===== src/rtl/seqfive_pkg.sv =====
// Shared width and named codes for the five-code counter.
package seqfive_pkg;
    localparam int unsigned STATE_W = 3;
    typedef logic [STATE_W-1:0] code_t;
    localparam code_t CODE_RESET = 3'b000;
endpackage


===== src/rtl/seqfive_next.sv =====
// Combinational next-state function of the five-code cycle.
// Assumes: code bit 2 is C, bit 1 is B, bit 0 is A. It is defined for
// all 8 inputs, so unused codes lead back into the cycle.
module seqfive_next
    import seqfive_pkg::*;
(
    input  code_t cur,
    output code_t nxt
);
    logic c, b, a;
    // Split the code into named bits and apply the equations.
    always_comb begin
        c = cur[2];
        b = cur[1];
        a = cur[0];
        nxt[2] = a;
        nxt[1] = ~b | (~a & ~c);
        nxt[0] = b & ~c;
    end
endmodule


===== src/rtl/seqfive_counter.sv =====
// Top level: state register with synchronous reset, load and enable.
// Assumes: load has priority over enable; rst_n is active low and synchronous.
module seqfive_counter
    import seqfive_pkg::*;
(
    input  logic       clk,
    input  logic       rst_n,
    input  logic       enable,
    input  logic       load,
    input  logic [2:0] load_val,
    output logic [2:0] state
);
    code_t cur_q, step_d;

    seqfive_next u_next (.cur(cur_q), .nxt(step_d));

    // State register update, in priority order: reset, load, enable, hold.
    always_ff @(posedge clk) begin
        if (!rst_n)      cur_q <= CODE_RESET;
        else if (load)   cur_q <= load_val;
        else if (enable) cur_q <= step_d;
    end

    assign state = cur_q;

    function automatic logic is_valid(input code_t v);
        return (v == 3'b000) || (v == 3'b010) || (v == 3'b011) ||
               (v == 3'b101) || (v == 3'b110);
    endfunction

    // reset drives the state to zero.
    a_r1_reset: assert property (@(posedge clk)
        !rst_n |=> state == 3'b000);
    // hold when idle.
    a_r4_hold: assert property (@(posedge clk) disable iff (!rst_n)
        (!load && !enable) |=> $stable(state));
    // load wins.
    a_r5_load: assert property (@(posedge clk) disable iff (!rst_n)
        load |=> state == $past(load_val));
    // valid codes stay valid.
    a_r9_closed: assert property (@(posedge clk) disable iff (!rst_n)
        (!load && is_valid(state)) |=> is_valid(state));
    // 111 recovers to 100.
    a_r8_from7: assert property (@(posedge clk) disable iff (!rst_n)
        (!load && enable && state == 3'b111) |=> state == 3'b100);
    // 001 goes to 110.
    a_r6_from1: assert property (@(posedge clk) disable iff (!rst_n)
        (!load && enable && state == 3'b001) |=> state == 3'b110);
endmodule


===== config.mk =====
export PLATFORM = sky130hd
export DESIGN_NAME = seqfive_counter
export DESIGN_NICKNAME = d
export VERILOG_FILES = /design/src/rtl/seqfive_pkg.sv /design/src/rtl/seqfive_next.sv /design/src/rtl/seqfive_counter.sv
export SDC_FILE = /design/constraint.sdc
export NUM_CORES = 1
export LEC_CHECK = 0
export CORE_AREA = 4 4 41 43
export CTS_CLUSTER_SIZE = 16
export DETAILED_ROUTE_END_ITERATION = 7
export DIE_AREA = 0 0 45 47
export DONT_BUFFER_PORTS = 1
export PLACE_DENSITY = 0.3
export SKIP_CTS_REPAIR_TIMING = 1
export SYNTH_ARGS = -nofsm -noshare
export SYNTH_HDL_FRONTEND = slang
export SYNTH_SLANG_ARGS = --single-unit

===== constraint.sdc =====
create_clock -name clk -period 0.9 [get_ports clk]
set_clock_uncertainty 0.2 [all_clocks]
set_input_delay 0.135 -clock clk [delete_from_list [all_inputs] [get_ports clk]]
set_output_delay 0.135 -clock clk [all_outputs]
set_load 0.03 [all_outputs]

==> results.yml <==
run_status:
  status: "finished with violations"
  violations: "negative hold slack, negative setup slack"
sta:
  min_period_ns: 1.047
  worstMarginPinSlew_ns: 0.2300
  fmax_mhz: 955.4
  layout_setup_ws_ns: -0.1467
  rsz0062_at_grt: "true"
  hold-worst-slack_ns: -0.1637
  timing.final.crit_share: 1.163
  relSlewSlack: 0.8455
  setup_viol: 4
  hold_violations: 3
  slew_violations: 0
logic_synthesis:
  synthAdderAreaFrac: 0
  postSynthCellCount: 15
  synth_top_family_by_area: "compound AO/OA/AOI/OAI gates"
  syn_nets: 22
  ys_seq_area_frac: 0.4286
  synthTopCellsByCount: "dfxtp_1 (3), o21ai_0 (3)"
  synth_edf_count: 0
  synth.area.top_cells: "dfxtp_1 (43%), o21ai_0 (11%), nor3b_2 (8.9%)"
  synth-compound-area-share: 0.2500
  ys_seq_elements: 3
  synth_top_area_frac: 0.4286
  syn_area_um2: 140.1
  syn_area_per_cell_um2: 9.342
  synthArstFlopShare: 0
  synth_warnings: 0
  synth_ff_type: "dfxtp_1"
  synthSimpleGateAreaFrac: 0.2232
  synthXorXnorAreaFrac: 0
  yosys.cell_types.count: 11
  synth.area.mux_share: 0.07143
  synth_top_area_cell: "dfxtp_1"
pwr:
  power.density_nw_per_um2: 1931
  p_leak_nw: 0.09026
  peakVddDrop_v: 0.0006948
critical_path:
  crit_fanout: 4
  crit_family: "flip-flops"
  endpoint_kind: "primary output"
  max_stage_delay_ns: 0.35
  crit_type: "reg -> out"
  worstPathCellList: "buf_6"
  worstPathArrival_ns: 0.71
  critPathLaunchType: "flop"
  crit_path_top_delay_cell: "dfxtp_4"
  timing.critical_path.buf_inv: 1
  crit_required_ns: 0.56
flow_run:
  max-cap-violations: 0
global_routing:
  antenna_found_initial: 0
  grtUsageTotal: 0.04890
  grt_pass1_wl_um: 648
  grt_max_degree: 6
  grt_pass1_vias: 151
  grt_remaining_overflow: 0
detailed_routing:
  wl_met1_um: 206
  topRoutingLayerUsed: "met4"
  drt-initial-drc-count: 3
  wl_per_cell_um: 10.05
  num_vias: 144
  met2_length_um: 116
  wirelength_um: 382
  via_per_inst: 3.789
  drcViolationCount: 0
  ant_nets: 0
  routed-wl-met3_um: 46
  firstDrtPassIters: 2
clock_tree:
  clockBufferDepth: 2
  cts_max_level: 1
  cts_buffers: 3
  cts_tree: "yes"
  clock-sinks: 3
  clkTransAtPathRegs_ns: 0.04
  cts_root_buf: "clkbuf_4"
  clk_latency_ns: 0.23
placed_design:
  dp_hpwl_um: 296.5
  routabilityCongestion: 0.7294
  place_area_um2: 200.2
  io_buffers: 0
layout:
  syn2layout_area_growth_pct: 69.64
  largest_register_ffs: 3
  num-nets-final: 31
  final_cell_area_um2: 237.7
  drive_above_1_share: 0.4783
  n_fill_cell: 151
  antenna_cells: 0
  post-route-util: 0.1827
floorplan:
  core.rowCount: 13
  start_util: 0.1077
  die_h_um: 47
  fp.dieW_um: 45
  core_um2: 1301
  ios: 10
  dieArea_um2: 2115
worst_hold_path:
  min_path_type: "in -> reg"
==> metal layers <==
metal  GRT usage  up-vias
li1            -       73
met2     0.04520       10
met1     0.05430       57
met4     0.03509        0
met3     0.06130        4
met5           0        -
==> per-stage QoR <==
step                setup WS, ns  instances  hold WS [ns]  total power [mW]   TNS, ns
floorplan               -0.07224         15       0.06338            0.1955   -0.1034
global placement        -0.06516         34       0.07403            0.2207  -0.07369
detailed placement      -0.07238         34       0.07904            0.2198  -0.09424
CTS                      -0.1785         38       -0.1641            0.4597   -0.6274
global route             -0.1768         38       -0.1583            0.4966   -0.7317
finish                   -0.1467         38       -0.1637            0.4590   -0.5003
==> worst paths after layout <==
| kind | startpoint | to | slack (ns) | depth (start not counted) |
|---|---|---|---|---|
| max | state[0] | state[0] | -0.15 | 1 |
| min | rst_n | state[2] | -0.16 | 2 |
| max reg2reg | state[1] | state[1] | -0.07 | 2 |
| min reg2reg | state[1] | state[0] | 0.33 | 2 |
==> power breakdown <==
group	total [mW]	internal (mW)	leakage, nW	switching, mW
clock network	0.234	0.166	0.0150	0.0676
logic	0.0706	0.0346	0.0485	0.0361
registers	0.155	0.143	0.0267	0.0119
total	0.459	0.343	0.0903	0.116
==> cell type report <==
| type | instances | area, um2 | area share |
|---|---|---|---|
| Multi-Input combinational cell | 11 | 76.32 | 0.3211 |
| Sequential cell | 3 | 71.32 | 0.3000 |
| Timing Repair Buffer | 4 | 41.29 | 0.1737 |
| Clock buffer | 4 | 26.28 | 0.1105 |
| Tap cell | 15 | 18.77 | 0.07895 |
| Inverter | 1 | 3.754 | 0.01579 |
==> placed cells by master (no fill, tap or decap) <==
master,count
o2111ai_1,1
clkbuf_1,1
nand3b_1,1
dfxtp_4,3
o21ai_0,3
inv_1,1
clkbuf_4,3
buf_4,1
mux2i_1,1
nor3_1,1
a31oi_1,1
nor3b_2,1
a21oi_1,1
buf_6,3
nand2b_1,1
==> logic make-up (layout without fill, tap and decap cells) <==
family                 Yosys count  in the layout
AO/OA/AOI/OAI                    6              6
buffers and inverters            1              9
flip-flops                       3              3
multiplexers                     1              1
AND/OR/NAND/NOR                  4              4
Note: power is estimated with default switching activity, not from simulation.
